### config.mk
export PLATFORM = sky130hd
export DESIGN_NAME = spc_pair
export DESIGN_NICKNAME = d
export VERILOG_FILES = /design/src/rtl/spc_pkg.sv /design/src/rtl/spc_copies.sv /design/src/rtl/spc_sequencer.sv /design/src/rtl/spc_effective.sv /design/src/rtl/spc_pair.sv
export SDC_FILE = /design/constraint.sdc
export NUM_CORES = 1
export LEC_CHECK = 0
export BUFFER_PORTS_ARGS = -buffer_cell sky130_fd_sc_hd__buf_2
export CAP_MARGIN = 20
export CORE_MARGIN = 5
export CORE_UTILIZATION = 40
export CTS_CLUSTER_DIAMETER = 60
export DETAILED_ROUTE_END_ITERATION = 10
export PLACE_DENSITY_LB_ADDON = 0.2
export SYNTH_ARGS = -nofsm -noshare
export SYNTH_HDL_FRONTEND = slang
export SYNTH_SLANG_ARGS = --single-unit
### constraint.sdc
create_clock -name clk -period 3.4 [get_ports clk]
set_clock_uncertainty 0.15 [all_clocks]
set_input_delay 0.34 -clock clk [delete_from_list [all_inputs] [get_ports clk]]
set_output_delay 0.34 -clock clk [all_outputs]
set_load 0.01 [all_outputs]
### src/rtl/spc_pkg.sv
// Shared types for the speculation-control register pair.
package spc_pkg;
    // Sequencer states: two resting states and two transfer states.
    typedef enum logic [1:0] {
        ST_HOST  = 2'd0,
        ST_LOAD  = 2'd1,
        ST_GUEST = 2'd2,
        ST_STORE = 2'd3
    } seq_state_e;
endpackage

### src/rtl/spc_copies.sv
// Holds the host and guest register copies.
// Assumes: guest_sel selects which copy a software write reaches; load_en
// (a memory fill of the guest copy) only occurs while guest_sel is low.
module spc_copies #(
    parameter int DATA_W = 64
) (
    input  logic              clk,
    input  logic              rst_n,
    input  logic              wr_en,
    input  logic [DATA_W-1:0] wr_data,
    input  logic              guest_sel,
    input  logic              load_en,
    input  logic [DATA_W-1:0] load_data,
    output logic [DATA_W-1:0] host_q,
    output logic [DATA_W-1:0] guest_q
);
    // Host copy: updated only by host-mode writes.
    always_ff @(posedge clk) begin
        if (!rst_n)
            host_q <= '0;
        else if (wr_en && !guest_sel)
            host_q <= wr_data;
    end

    // Guest copy: filled from memory on entry, else by guest-mode writes.
    always_ff @(posedge clk) begin
        if (!rst_n)
            guest_q <= '0;
        else if (load_en)
            guest_q <= load_data;
        else if (wr_en && guest_sel)
            guest_q <= wr_data;
    end
endmodule

### src/rtl/spc_sequencer.sv
// Entry/exit sequencer: accepts mode-change requests, runs the single
// load or store on the memory port, and acknowledges on completion.
// Assumes: mem_rdata is valid in the cycle mem_ready is high for a load;
// request strobes may arrive in any state.
module spc_sequencer
    import spc_pkg::*;
#(
    parameter int DATA_W    = 64,
    parameter int ADDR_W    = 48,
    parameter int GUEST_OFS = 'h6E0
) (
    input  logic              clk,
    input  logic              rst_n,
    input  logic              entry_req,
    input  logic [ADDR_W-1:0] entry_base,
    input  logic              entry_secure,
    input  logic              exit_req,
    input  logic [DATA_W-1:0] guest_copy,
    input  logic              mem_ready,
    output logic              mem_valid,
    output logic              mem_write,
    output logic [ADDR_W-1:0] mem_addr,
    output logic [DATA_W-1:0] mem_wdata,
    output logic              load_en,
    output logic              guest_mode,
    output logic              secure_q,
    output logic              entry_done,
    output logic              exit_done,
    output logic              seq_err
);
    localparam logic [ADDR_W-1:0] SLOT_OFS = ADDR_W'(GUEST_OFS);

    seq_state_e        state_q, state_d;
    logic [ADDR_W-1:0] base_q;
    logic [DATA_W-1:0] snap_q;
    logic              fire;
    logic              entry_ok, exit_ok, reject;

    assign fire     = mem_valid && mem_ready;
    assign entry_ok = entry_req && (state_q == ST_HOST);
    assign exit_ok  = exit_req  && (state_q == ST_GUEST);
    assign reject   = (entry_req && (state_q != ST_HOST)) ||
                      (exit_req  && (state_q != ST_GUEST));

    // Next-state selection for the entry/exit sequence.
    always_comb begin
        state_d = state_q;
        unique case (state_q)
            ST_HOST:  if (entry_ok) state_d = ST_LOAD;
            ST_LOAD:  if (fire)     state_d = ST_GUEST;
            ST_GUEST: if (exit_ok)  state_d = ST_STORE;
            ST_STORE: if (fire)     state_d = ST_HOST;
            default:                state_d = ST_HOST;
        endcase
    end

    // State register.
    always_ff @(posedge clk) begin
        if (!rst_n) state_q <= ST_HOST;
        else        state_q <= state_d;
    end

    // Capture the control-block base and secure flag when an entry is accepted.
    always_ff @(posedge clk) begin
        if (!rst_n) begin
            base_q   <= '0;
            secure_q <= 1'b0;
        end else if (entry_ok) begin
            base_q   <= entry_base;
            secure_q <= entry_secure;
        end
    end

    // Snapshot the guest copy at exit acceptance so store data stays stable.
    always_ff @(posedge clk) begin
        if (!rst_n)       snap_q <= '0;
        else if (exit_ok) snap_q <= guest_copy;
    end

    // One-cycle acknowledge and error pulses.
    always_ff @(posedge clk) begin
        if (!rst_n) begin
            entry_done <= 1'b0;
            exit_done  <= 1'b0;
            seq_err    <= 1'b0;
        end else begin
            entry_done <= fire && (state_q == ST_LOAD);
            exit_done  <= fire && (state_q == ST_STORE);
            seq_err    <= reject;
        end
    end

    assign mem_valid  = (state_q == ST_LOAD) || (state_q == ST_STORE);
    assign mem_write  = (state_q == ST_STORE);
    assign mem_addr   = base_q + SLOT_OFS;
    assign mem_wdata  = snap_q;
    assign load_en    = fire && (state_q == ST_LOAD);
    assign guest_mode = (state_q == ST_GUEST) || (state_q == ST_STORE);
endmodule

### src/rtl/spc_effective.sv
// Forms the effective control word and the software-readable value.
// Assumes: copies and mode come straight from registers.
// OR_ENABLE = 0 builds a variant in which guest mode always uses the guest
// copy alone.
module spc_effective #(
    parameter int DATA_W    = 64,
    parameter bit OR_ENABLE = 1'b1
) (
    input  logic              guest_mode,
    input  logic              secure,
    input  logic [DATA_W-1:0] host_q,
    input  logic [DATA_W-1:0] guest_q,
    output logic [DATA_W-1:0] eff_ctrl,
    output logic [DATA_W-1:0] rd_data
);
    logic [DATA_W-1:0] guest_eff;

    generate
        if (OR_ENABLE) begin : g_or
            // Host copy sets a floor unless the guest is secure.
            assign guest_eff = secure ? guest_q : (guest_q | host_q);
        end else begin : g_plain
            assign guest_eff = guest_q;
        end
    endgenerate

    // Mode selects the effective word and the readable copy.
    always_comb begin
        eff_ctrl = guest_mode ? guest_eff : host_q;
        rd_data  = guest_mode ? guest_q   : host_q;
    end
endmodule

### src/rtl/spc_pair.sv
// Top of the host/guest speculation-control register pair.
// Assumes: one outstanding memory request at a time, valid/ready handshake,
// and the guest slot at save-area offset plus slot offset in the control block.
module spc_pair #(
    parameter int DATA_W        = 64,
    parameter int ADDR_W        = 48,
    parameter int SAVE_AREA_OFS = 'h400,
    parameter int SLOT_OFS      = 'h2E0
) (
    input  logic              clk,
    input  logic              rst_n,
    input  logic              reg_wr_en,
    input  logic [DATA_W-1:0] reg_wr_data,
    output logic [DATA_W-1:0] reg_rd_data,
    input  logic              entry_req,
    input  logic [ADDR_W-1:0] entry_base,
    input  logic              entry_secure,
    input  logic              exit_req,
    output logic              entry_done,
    output logic              exit_done,
    output logic              seq_err,
    output logic              mem_valid,
    output logic              mem_write,
    output logic [ADDR_W-1:0] mem_addr,
    output logic [DATA_W-1:0] mem_wdata,
    input  logic              mem_ready,
    input  logic [DATA_W-1:0] mem_rdata,
    output logic              guest_mode,
    output logic [DATA_W-1:0] eff_ctrl
);
    localparam int GUEST_OFS = SAVE_AREA_OFS + SLOT_OFS;

    logic [DATA_W-1:0] host_q, guest_q;
    logic              load_en, secure_q;

    spc_sequencer #(
        .DATA_W(DATA_W), .ADDR_W(ADDR_W), .GUEST_OFS(GUEST_OFS)
    ) i_seq (
        .clk(clk), .rst_n(rst_n),
        .entry_req(entry_req), .entry_base(entry_base),
        .entry_secure(entry_secure), .exit_req(exit_req),
        .guest_copy(guest_q), .mem_ready(mem_ready),
        .mem_valid(mem_valid), .mem_write(mem_write),
        .mem_addr(mem_addr), .mem_wdata(mem_wdata),
        .load_en(load_en), .guest_mode(guest_mode), .secure_q(secure_q),
        .entry_done(entry_done), .exit_done(exit_done), .seq_err(seq_err)
    );

    spc_copies #(.DATA_W(DATA_W)) i_copies (
        .clk(clk), .rst_n(rst_n),
        .wr_en(reg_wr_en), .wr_data(reg_wr_data),
        .guest_sel(guest_mode), .load_en(load_en), .load_data(mem_rdata),
        .host_q(host_q), .guest_q(guest_q)
    );

    spc_effective #(.DATA_W(DATA_W), .OR_ENABLE(1'b1)) i_eff (
        .guest_mode(guest_mode), .secure(secure_q),
        .host_q(host_q), .guest_q(guest_q),
        .eff_ctrl(eff_ctrl), .rd_data(reg_rd_data)
    );
endmodule

==> flow_summary.ini <==
[clocking]
htree_levels = 1
numCtsBuffers = 31
post_cts_buffers = 0
clock_path_buffers = 3
clk_latency_ns = 0.54
hold_buffers = 113
root_buffer = clkbuf_16
post_cts_resize_count = 0
cts.sinks = 246
clkSlewWorstSetupHoldPaths_ns = 0.07
cts_tree = built

[pwr]
power.density_nw_per_um2 = 702
power_uw = 11500
total_leakage_power_uw = 0.00839
ir_drop_mv = 0.486

[placed_design]
place.port_buffers = 428
hpwl_mm = 29.7
placed_cells = 2163
gp_congestion = 0.915

[floorplan]
die_w_um = 182
die_y_um = 182
start_util = 0.403
io_pins = 429
die_area_um2 = 33200
rows = 63
core_um2 = 29500

[sta]
setup-violations-final = 0
hold_viol = 0
whs_ns = 0.0358
grt_setup_unrepaired = false
timing.fmax_mhz = 323
report.final.slew_viol_count = 0
period_needed_ns = 3.10
worst-slew-pin-transition_ns = 0.873
maxSlewHeadroom = 0.418
final.period_utilization = 0.911
tns_ns = 0

[grt]
antenna_found_initial = 3
grt_pass1_vias = 12100
grt_max_degree = 123
grt-ovfl-total = 0
grt_use_total = 0.248
grt_pass1_wl_mm = 67.4

[drt]
wl_per_cell_um = 18.6
vias = 12100
top_layer_used = met5
wl_met3_mm = 3.31
antenna_left = 0
wl_mm = 43.5
wl_met2_mm = 20.8
viasPerCell = 5.20
drt_iter0_markers = 663
drc = 0
met1_length_mm = 18.2
drt_first_pass_iters = 5

[logic_synthesis]
ys_types = 38
ys_ff_latch = 246
synth_edf_count = 0
syn_area_um2 = 11900
yosys_warnings = 0
syn_area_per_cell_um2 = 8.23
netlist_instances = 1444
synth_nets = 1632
async_flop_share = 0
synth-seq-area-share = 0.415
ys.flop_type = dfxtp_1

[final_layout]
layout.cells.non_filler = 2333
fillCellCount = 2766
area.growth.synth_to_final_pct = 38.2
fin_nets = 2107
drive_gt1_frac = 0.298

[job]
cap_violations = 0

[setup_path]
max_stage_delay_ns = 0.37
r2r-end = i_copies.guest_q[56]$_SDFFE_PN0P_
critical_path_buf_inv_count = 2
r2r_cells = 8
critPathCaptureType = output port
r2r_start = i_seq.state_q[0]$_SDFFE_PN0P_
cp_max_fo = 7
critPathLaunch = i_seq.base_q[5]$_SDFFE_PN0P_
critPathKind = reg2out
crit_slowest_cell = dfxtp_1
path_cells = inv_1, ha_1, nor2b_1, o21ai_2, nand3_1, nor3_1, xor2_1, buf_2
required_ns = 2.91
crit_family = simple AND/OR/NAND/NOR gates
arrival_ns = 2.61
crit_path_start_kind = flop
reg2reg_setup_slack_ns = 0.93

[min_path]
hp-class = in2reg
hold_end = i_copies.guest_q[24]$_SDFFE_PN0P_
min-delay-start = mem_rdata[24]
hold-path-cell-count = 4

[status]
status = finished clean
-- metrics by stage --
stage	area, um^2	setup slack (ns)	util
detailed placement	14300	0.825	0.485
CTS	16400	0.254	0.557
finish	16400	0.304	0.557
global route	16400	0.122	0.557
global placement	14300	0.914	0.485
floorplan	11900	0.940	-
-- cell families after synthesis --
group,count (synthesis),share of synthesized area
AND/OR/NAND/NOR,639,0.232
buffers and inverters,134,0.0449
multiplexers,65,0.0615
adder cells (fa/ha/maj),5,0.00527
flip-flops,246,0.415
AO/OA/AOI/OAI,315,0.212
XOR/XNOR,40,0.0295
-- cells in the mapped netlist, types with 3 or more instances --
library cell	number	area share
o211a_1	64	0.054
dfxtp_1	246	0.41
nand2_1	436	0.14
a21boi_0	178	0.11
xor2_1	19	0.014
inv_1	15	0.0047
a21o_1	64	0.040
and3_1	4	0.0021
mux2_2	64	0.061
ha_1	5	0.0053
nor2b_1	3	0.0016
buf_1	9	0.0028
nand4_1	9	0.0047
and2_1	4	0.0021
nor2_1	16	0.0051
clkbuf_1	95	0.030
buf_4	5	0.0032
nand3_1	142	0.060
xnor2_1	21	0.015
buf_2	9	0.0038
nor3_1	9	0.0038
nor3_2	4	0.0034
-- tightest hold or removal path, cell delays in order --
cell and delay (ns):
buf_2 0.07, nand3_1 0.07, nand3_1 0.09, o211a_1 0.14
-- flip-flops by register name, indices dropped and copies added (netlist names) --
signal,count
i_seq.seq_err,1
i_seq.entry_done,1
i_seq.state_q,2
i_copies.host_q,64
i_seq.exit_done,1
i_seq.secure_q,1
i_copies.guest_q,64
i_seq.mem_wdata,64
i_seq.base_q,48
-- worst max path at each step --
| stage | to | slack [ns] | cells after the start |
|---|---|---|---|
| final | mem_addr[23] | 0.30 | 8 |
| after global placement | mem_addr[23] | 0.91 | 8 |
| after detailed placement | mem_addr[23] | 0.83 | 8 |
| after floorplan | eff_ctrl[13] | 0.94 | 7 |
| after global routing | mem_addr[23] | 0.12 | 8 |
| after CTS | mem_addr[23] | 0.25 | 8 |
-- area by class of cell --
type | instances | area, um^2 | share of cell area
multi-input cells | 1064 | 6460 | 0.394
clock inverters | 11 | 103 | 0.00625
diodes | 1 | 2.50 | 0.000152
flip-flops and latches | 246 | 4920 | 0.300
well taps | 390 | 488 | 0.0297
clock buffers | 45 | 878 | 0.0535
inverters | 16 | 60.1 | 0.00366
repair buffers | 560 | 3500 | 0.213
-- cell usage in the layout (no fill, tap or decap), types with 5 or more instances in the layout --
| cell | Yosys | layout |
|---|---|---|
| nand2_1 | 436 | 433 |
| buf_2 | 9 | 427 |
| dfxtp_1 | 246 | 246 |
| a21boi_0 | 178 | 178 |
| nand3_1 | 142 | 142 |
| dlygate4sd3_1 | 0 | 113 |
| o211a_1 | 64 | 64 |
| mux2_2 | 64 | 64 |
| a21o_1 | 64 | 64 |
| clkbuf_16 | 0 | 31 |
| xnor2_1 | 21 | 21 |
| xor2_1 | 19 | 19 |
| inv_1 | 15 | 15 |
| nor2_1 | 16 | 14 |
| buf_4 | 5 | 13 |
| nand4_1 | 9 | 9 |
| nor3_1 | 9 | 9 |
| clkbuf_1 | 95 | 9 |
| buf_12 | 0 | 6 |
| clkinv_2 | 0 | 5 |
| clkbuf_8 | 0 | 5 |
-- routing by layer --
metal / vias to the layer above / global-route usage
met5: - / 0
met4: 4 / 0.0684
met3: 78 / 0.0492
met2: 501 / 0.430
met1: 5675 / 0.316
li1: 5865 / -
-- where the power goes --
part / switching, uW / total, uW / leakage [uW] / internal [uW]
Clock: 1260 / 3130 / 0.000483 / 1870
Sequential: 524 / 3990 / 0.00201 / 3460
Combinational: 2590 / 4410 / 0.00590 / 1820
Total: 4380 / 11500 / 0.00839 / 7150
Power figures use the tool's default switching activity.
